==> src/rtl/eirq_pkg.sv <==
package eirq_pkg;
   typedef enum logic [1:0] {
      EDGE_RISE = 2'b00,
      EDGE_FALL = 2'b01,
      EDGE_BOTH = 2'b10,
      EDGE_OFF  = 2'b11
   } edge_sel_e;

   localparam int NUM_PINS  = 4;
   localparam int PIN_FILT  = 0;
   localparam int PIN_SEL   = 1;
   localparam int PIN_QUASI = 2;
   localparam int PIN_BOTH  = 3;
endpackage

==> src/rtl/eirq_sync.sv <==
module eirq_sync #(
   parameter int STAGES = 2
) (
   input  logic clk,
   input  logic rst_n,
   input  logic d,
   output logic q
);
   generate
      if (STAGES < 2) begin : g_bad_stages
         $error("eirq_sync: STAGES must be at least 2");
      end
   endgenerate

   logic [STAGES-1:0] chain;

   always_ff @(posedge clk) begin
      if (!rst_n) chain <= '0;
      else        chain <= {chain[STAGES-2:0], d};
   end

   assign q = chain[STAGES-1];
endmodule

==> src/rtl/eirq_filter.sv <==
module eirq_filter #(
   parameter int DEPTH = 3
) (
   input  logic clk,
   input  logic rst_n,
   input  logic en,
   input  logic d,
   output logic q
);
   generate
      if (DEPTH < 2) begin : g_bad_depth
         $error("eirq_filter: DEPTH must be at least 2");
      end
   endgenerate

   logic [DEPTH-2:0] hist;
   logic [DEPTH-1:0] window;

   assign window = {hist, d};

   always_ff @(posedge clk) begin
      if (!rst_n) begin
         hist <= '0;
         q    <= 1'b0;
      end else if (en) begin
         hist <= window[DEPTH-2:0];
         if (&window)       q <= 1'b1;
         else if (~|window) q <= 1'b0;
      end
   end


   filt_on_enable_chk: assert property (@(posedge clk) disable iff (!rst_n)
      !$stable(q) |-> $past(en));
endmodule

==> src/rtl/eirq_edge.sv <==
module eirq_edge
   import eirq_pkg::*;
(
   input  logic      clk,
   input  logic      rst_n,
   input  logic      lvl,
   input  edge_sel_e mode,
   output logic      det
);
   logic prev;
   logic rise;
   logic fall;

   always_ff @(posedge clk) begin
      if (!rst_n) prev <= 1'b0;
      else        prev <= lvl;
   end

   assign rise = lvl & ~prev;
   assign fall = ~lvl & prev;

   always_comb begin
      unique case (mode)
         EDGE_RISE: det = rise;
         EDGE_FALL: det = fall;
         EDGE_BOTH: det = rise | fall;
         default:   det = 1'b0;
      endcase
   end
endmodule

==> src/rtl/ext_irq_detect.sv <==
module ext_irq_detect
   import eirq_pkg::*;
#(
   parameter int SYNC_STAGES = 2,
   parameter int FILT_DEPTH  = 3,
   parameter int WR_W        = 4
) (
   input  logic                clk,
   input  logic                rst_n,
   input  logic                div_tick,
   input  logic [NUM_PINS-1:0] pin_in,
   input  logic                wr_en,
   input  logic [1:0]          wr_sel,
   input  logic [WR_W-1:0]     wr_data,
   input  logic [NUM_PINS-1:0] flag_clr,
   input  logic [NUM_PINS-1:0] irq_ack,
   output logic [NUM_PINS-1:0] irq_flag
);
   localparam logic [NUM_PINS-1:0] QUASI_MASK = NUM_PINS'(1) << PIN_QUASI;
   localparam int SLOW_BIT = 3;

   generate
      if (WR_W < SLOW_BIT + 1) begin : g_bad_width
         $error("ext_irq_detect: WR_W too narrow for the sample-select bit");
      end
   endgenerate

   edge_sel_e m0_edge;
   logic      m0_slow;
   logic      m1_fall;
   logic      m2_fall;

   always_ff @(posedge clk) begin
      if (!rst_n) begin
         m0_edge <= EDGE_RISE;
         m0_slow <= 1'b0;
         m1_fall <= 1'b0;
         m2_fall <= 1'b0;
      end else if (wr_en) begin
         case (wr_sel)
            2'd0: begin
               m0_edge <= edge_sel_e'(wr_data[1:0]);
               m0_slow <= wr_data[SLOW_BIT];
            end
            2'd1:    m1_fall <= wr_data[0];
            2'd2:    m2_fall <= wr_data[0];
            default: ;
         endcase
      end
   end

   edge_sel_e mode_v [NUM_PINS];
   logic [NUM_PINS-1:0] sync_lvl;
   logic [NUM_PINS-1:0] edge_lvl;
   logic [NUM_PINS-1:0] set_v;

   genvar gi;
   generate
      for (gi = 0; gi < NUM_PINS; gi++) begin : g_pin
         eirq_sync #(.STAGES(SYNC_STAGES)) u_sync (
            .clk(clk), .rst_n(rst_n), .d(pin_in[gi]), .q(sync_lvl[gi]));

         if (gi == PIN_FILT) begin : g_filt
            eirq_filter #(.DEPTH(FILT_DEPTH)) u_filt (
               .clk(clk), .rst_n(rst_n),
               .en(m0_slow ? div_tick : 1'b1),
               .d(sync_lvl[gi]), .q(edge_lvl[gi]));
            assign mode_v[gi] = m0_edge;
         end else begin : g_raw
            assign edge_lvl[gi] = sync_lvl[gi];
            if (gi == PIN_BOTH) begin : g_both
               assign mode_v[gi] = EDGE_BOTH;
            end else if (gi == PIN_QUASI) begin : g_quasi
               assign mode_v[gi] = m2_fall ? EDGE_FALL : EDGE_RISE;
            end else begin : g_sel
               assign mode_v[gi] = m1_fall ? EDGE_FALL : EDGE_RISE;
            end
         end

         eirq_edge u_edge (
            .clk(clk), .rst_n(rst_n), .lvl(edge_lvl[gi]),
            .mode(mode_v[gi]), .det(set_v[gi]));
      end
   endgenerate

   always_ff @(posedge clk) begin
      if (!rst_n) irq_flag <= '0;
      else        irq_flag <= set_v | (irq_flag & ~flag_clr & ~(irq_ack & ~QUASI_MASK));
   end


   set_wins_chk: assert property (@(posedge clk) disable iff (!rst_n)
      (set_v != '0) |=> ((irq_flag & $past(set_v)) == $past(set_v)));


   clear_takes_chk: assert property (@(posedge clk) disable iff (!rst_n)
      ((flag_clr & ~set_v) != '0) |=> ((irq_flag & $past(flag_clr & ~set_v)) == '0));


   quasi_hold_chk: assert property (@(posedge clk) disable iff (!rst_n)
      (irq_flag[PIN_QUASI] && !flag_clr[PIN_QUASI]) |=> irq_flag[PIN_QUASI]);


   off_code_chk: assert property (@(posedge clk) disable iff (!rst_n)
      (m0_edge == EDGE_OFF) |-> !set_v[PIN_FILT]);
endmodule

==> config.mk <==
export PLATFORM = sky130hd
export DESIGN_NAME = ext_irq_detect
export DESIGN_NICKNAME = d
export VERILOG_FILES = /design/src/rtl/eirq_pkg.sv /design/src/rtl/eirq_sync.sv /design/src/rtl/eirq_filter.sv /design/src/rtl/eirq_edge.sv /design/src/rtl/ext_irq_detect.sv
export SDC_FILE = /design/constraint.sdc
export NUM_CORES = 1
export LEC_CHECK = 0
export BUFFER_PORTS_ARGS = -buffer_cell sky130_fd_sc_hd__buf_2
export CAP_MARGIN = 20
export CORE_MARGIN = 1.5
export CORE_UTILIZATION = 52
export CTS_CLUSTER_SIZE = 16
export DETAILED_ROUTE_END_ITERATION = 6
export GPL_ROUTABILITY_DRIVEN = 0
export PLACE_DENSITY = 0.8
export SETUP_SLACK_MARGIN = 0.4
export SYNTH_ARGS = -nofsm -noshare
export SYNTH_HDL_FRONTEND = slang
export SYNTH_SLANG_ARGS = --single-unit
==> constraint.sdc <==
create_clock -name clk -period 2.9 [get_ports clk]
set_clock_uncertainty 0.05 [all_clocks]
set_input_delay 0.435 -clock clk [delete_from_list [all_inputs] [get_ports clk]]
set_output_delay 0.435 -clock clk [all_outputs]
set_load 0.01 [all_outputs]
Word level (Yosys, flattened, before mapping)
Index checks and enable logic that the tools add are counted.
Widths: inputs -> output; s select.
{ "op_classes": {"n_eq_ne": 9, "mux": 8, "n_bitwise": 25, "reduce_logical": 10} }
{ "ops": {"columns": ["cell", "n"], "rows": [
  ["$pmux 1 s3", 3],
  ["$and 1x1->1", 8],
  ["$and 4x4->4", 2],
  ["$logic_not 2->1", 4],
  ["$not 1->1", 8],
  ["$not 4->4", 2],
  ["$reduce_and 2->1", 4],
  ["$mux 1", 5],
  ["$eq 1x2->1 const B", 2],
  ["$eq 2x1->1 const B", 2],
  ["$eq 2x2->1 const B", 2],
  ["$or 1x1->1", 4],
  ["$or 4x4->4", 1],
  ["$reduce_and 3->1", 1],
  ["$reduce_or 3->1", 1],
  ["$eq 1x1->1 const B", 2],
  ["$ne 2x1->1 const B", 1]
]} }
{ "totals": {"reg_bits": 24, "inputBits": 22, "out_inout_bits": 4, "word_cells": 67} }

Depth between registers and ports, before layout
{ "depth": {"depth_word": 5, "depth_mapped": 5} }

Cells and area by module
From an unflattened synthesis, not the netlist that was laid out.
{ "hier_totals": {"cells_unflattened": 100, "hier_area_um2": 1031.0} }
{ "modules_own_cells": {"columns": ["mod", "instances", "cells_each", "area_per_inst_um2", "seq_area_each_um2"], "rows": [
  ["ext_irq_detect", 1, 37, 371.6, 180.2],
  ["eirq_edge", 4, 9, 81.3, 20.0],
  ["eirq_sync", 4, 4, 52.6, 40.0],
  ["eirq_filter", 1, 11, 123.9, 60.1]
]} }

Worst setup path after synthesis
OpenSTA, ideal clock, no wires.
{ "synth_path": {"path_kind": "register to register", "startpoint": "reg g_pin[0].g_filt.u_filt.q", "endpoint": "reg irq_flag[0]", "arrival_ps": 1022, "t_required_ps": 2735, "setup_slack_ps": 1714, "stages_incl_launch_ff": 6, "path_buffers": 0, "cell_sequence": "dfxtp_1 inv_1 ha_1 nor2_1 a22o_1 o21a_1"} }
{ "synth_between": {"elab_chain_cells": 5, "word_cells_on_any_way": 6, "classes_between": "mux (1); bitwise (5)"} }
{ "synth_lines": {"columns": ["element", "line", "rtl"], "rows": [
  ["from (decl)", "eirq_filter.sv:8", "output logic q"],
  ["from (signal assigned)", "eirq_filter.sv:24", "q <= 1'b0;"],
  ["from (signal assigned)", "eirq_filter.sv:27", "if (&window) q <= 1'b1;"],
  ["from (signal assigned)", "eirq_filter.sv:28", "else if (~|window) q <= 1'b0;"],
  ["$not 1->1", "eirq_edge.sv:20", "assign fall = ~lvl & prev;"],
  ["$and 1x1->1", "eirq_edge.sv:20", null],
  ["$or 1x1->1", "eirq_edge.sv:26", "EDGE_BOTH: det = rise | fall;"],
  ["$pmux 1 s3 (*)", "eirq_edge.sv:23", "unique case (mode)"],
  ["$or 4x4->4 (*)", "ext_irq_detect.sv:88", "else irq_flag <= set_v | (irq_flag & ~flag_clr & ~(irq_ack & ~QUASI_MASK));"],
  ["to (signal assigned)", "ext_irq_detect.sv:88", null],
  ["to (decl)", "ext_irq_detect.sv:17", "output logic [NUM_PINS-1:0] irq_flag"]
]} }
Every way passes the cells marked *; elsewhere a longest branch is shown, timed or not.
A chain may end at the register's enable or synchronous reset.

Final worst setup path
Same ends and word-level chain as after synthesis.

==> run_results.csv <==
group,metric,value,unit
global_route,grt_max_degree,25,
clock_network,cts_tree,"built",
floorplanning,die_y,44.6,um
synthesis,synth.area.top_cells,"dfxtp_1, and2_1, mux2i_1",
power,internal-power,0.441,mW
power,comb_power_share,7.2,%
sta,min_period,1.27,ns
clock_network,ctsLongestPathBuffers,2,
synthesis,yosys_warnings,0,
sta,hold_slack,0.269,ns
clock_network,clk_pin_slew,0.13,ns
clock_network,cts_setup_buffers,0,
synthesis,ys_ff_latch,24,
critical_path,startpoint_type,"flop",
clock_network,cts_buffers,3,
global_route,antenna_found_initial,0,
clock_network,htree_levels,1,
clock_network,root_buffer,"clkbuf_4",
layout,drive_gt1_share,25.5,%
hold_path,hp-class,"in -> reg",
run,cap_violations,0,
sta,maxSlewViolCount,0,
synthesis,seq_area_frac_synth,53.3,%
outcome,violations,"DRC",
route,routed_wl,1.30,mm
synthesis,synth_common_cells,"dfxtp_1, and2_1, nor2b_1",
synthesis,async_flop_share,0,%
place,hpwlAfterDp,971,um
global_route,overflow,0,
floorplanning,io_pins,26,
power,p_leak,0.468,nW
synthesis,ys.flop_type,"dfxtp_1",
critical_path,arrival,1.44,ns
sta,hold_viol_final,0,
critical_path,cp_max_fo,5,
route,drt_iter0_markers,4,
sta,rsz0062_at_grt,"no",
synthesis,synth_top_area_share,53.3,%
clock_network,hold_buffers,0,
sta,relSlewSlack,79.7,%
floorplanning,start_util,57.8,%
sta,fmax,786,MHz
synthesis,synth.distinct_cells,24,
critical_path,worstSetupPathType,"reg -> reg",
sta,finalCritPeriodShare,43.9,%
clock_network,cts.repair.resized,0,
power,power_frac_clock,30.9,%
synthesis,yosys.area.top_type,"dfxtp_1",
route,drc,2,
synthesis,syn_nets,109,
layout,layout.cells.non_filler,126,
place,dp_cells,122,
route,dr.pass1.iters,6,
clock_network,clock_latency,0.31,ns
global_route,grt_first_pass_wirelength,2.21,mm
place,port_buffers,23,
place,placed_cell_area,1030,um^2
route,vias,638,
route,ant_nets,0,
power,powerDensity,525,nW/um^2
power,p_switching,0.118,mW
floorplanning,core_area,1560,um^2
outcome,status,"complete, but fails checks",
route,wire_per_inst,10.3,um
global_route,grt_pass1_vias,563,
power,switching_share,21.1,%
synthesis,syn_inst,85,
floorplanning,fp-row-count,14,
sta,fin_tns_setup,0,ns
power,seq_power_share,61.9,%
synthesis,syn_avg_cell_area,10.6,um^2
critical_path,crit_required,3.07,ns
clock_network,clock_sinks,24,
layout,fin_area,1060,um^2
synthesis,synth_enable_flop_cells,0,
power,peakVddDrop,432,uV
critical_path,crit_path_end_kind,"flop",
sta,tightest_slew,0.304,ns
floorplanning,die_area,1990,um^2
power,p_total,0.559,mW
sta,finalSetupViolations,0,
route,vias_per_cell,5.06,
layout,area_delta_synth_final,18.2,%
floorplanning,die_w,44.6,um
layout,final_nets,135,
global_route,grt_use_total,15.3,%
synthesis,synth.most_common_cell,"dfxtp_1",
layout,diodes,0,
synthesis,syn_area,901,um^2
==> area by class of cell <==
| type | instances | area, um^2 |
|---|---|---|
| sequential | 24 | 480 |
| clock buffer | 4 | 36.3 |
| inverter | 2 | 7.51 |
| fill | 124 | 494 |
| timing repair buffer | 23 | 115 |
| tap | 16 | 20.0 |
| multi-input combinational | 57 | 405 |
==> cells by family after synthesis <==
family | synth area share [%]
compound gates | 7.22
xor+xnor | 0.972
fa+ha+maj | 2.78
buf+inv | 1.67
flops | 53.3
mux | 6.67
simple gates | 27.4
==> power by group through the flow <==
stage | clock [mW] | sequential, mW | combinational (mW)
floorplan | 0 | 0.353 | 0.0211
global placement | 0 | 0.353 | 0.0393
detailed placement | 0 | 0.354 | 0.0406
CTS | 0.176 | 0.346 | 0.0408
global route | 0.189 | 0.348 | 0.0451
finish | 0.173 | 0.346 | 0.0401
==> through the flow <==
step / worst slack, ns / utilization, %
detailed placement: 1.59 / 66.0
CTS: 1.62 / 68.3
global route: 1.56 / 68.3
finish: 1.63 / 68.3
global placement: 1.61 / 66.0
floorplan: 1.71 / -
==> cells in the final DEF, fill, tap and decap left out, types with 3 or more instances in the layout <==
master,count
and2_1,12
buf_2,23
mux2i_1,6
dfxtp_1,24
nor2b_1,8
nand2_1,4
nor2_1,4
clkbuf_4,3
nor3b_1,3
==> flip-flops by register name, indices dropped and copies added, names as in the netlist <==
name and cells:
g_pin.g_filt.u_filt.hist 2, g_pin.g_filt.u_filt.q 1, g_pin.u_edge.prev 4, g_pin.u_sync.chain 8, irq_flag 4, m0_edge 2
m0_slow 1, m1_fall 1, m2_fall 1
==> path summary, 6_finish.rpt <==
check | endpoint | from | slack, ns | cells past startpoint
setup / recovery | irq_flag[0]$_SDFF_PN0_ | g_pin[0].g_filt.u_filt.q$_SDFFE_PN0P_ | 1.63 | 5
hold / removal | g_pin[2].u_sync.chain[0]$_SDFF_PN0_ | pin_in[2] | 0.27 | 2
setup reg to reg | irq_flag[0]$_SDFF_PN0_ | g_pin[0].g_filt.u_filt.q$_SDFFE_PN0P_ | 1.63 | 5
hold reg to reg | g_pin[2].u_sync.chain[1]$_SDFF_PN0_ | g_pin[2].u_sync.chain[0]$_SDFF_PN0_ | 0.40 | 1
==> metal layers <==
layer  GRT usage (%)  vias up  wire (um)
met4            7.27        0         23
li1                -      333          -
met5               0        -          0
met3            4.90        5         70
met1            17.9      284        588
met2            25.2       16        616
==> critical path, stage by stage, from the launching register on <==
cell	delay [ns]
dfxtp_1	0.41
inv_1	0.06
ha_1	0.28
nor2_1	0.04
a22o_1	0.17
o21a_1	0.17
(Power assumes the default switching activity.)
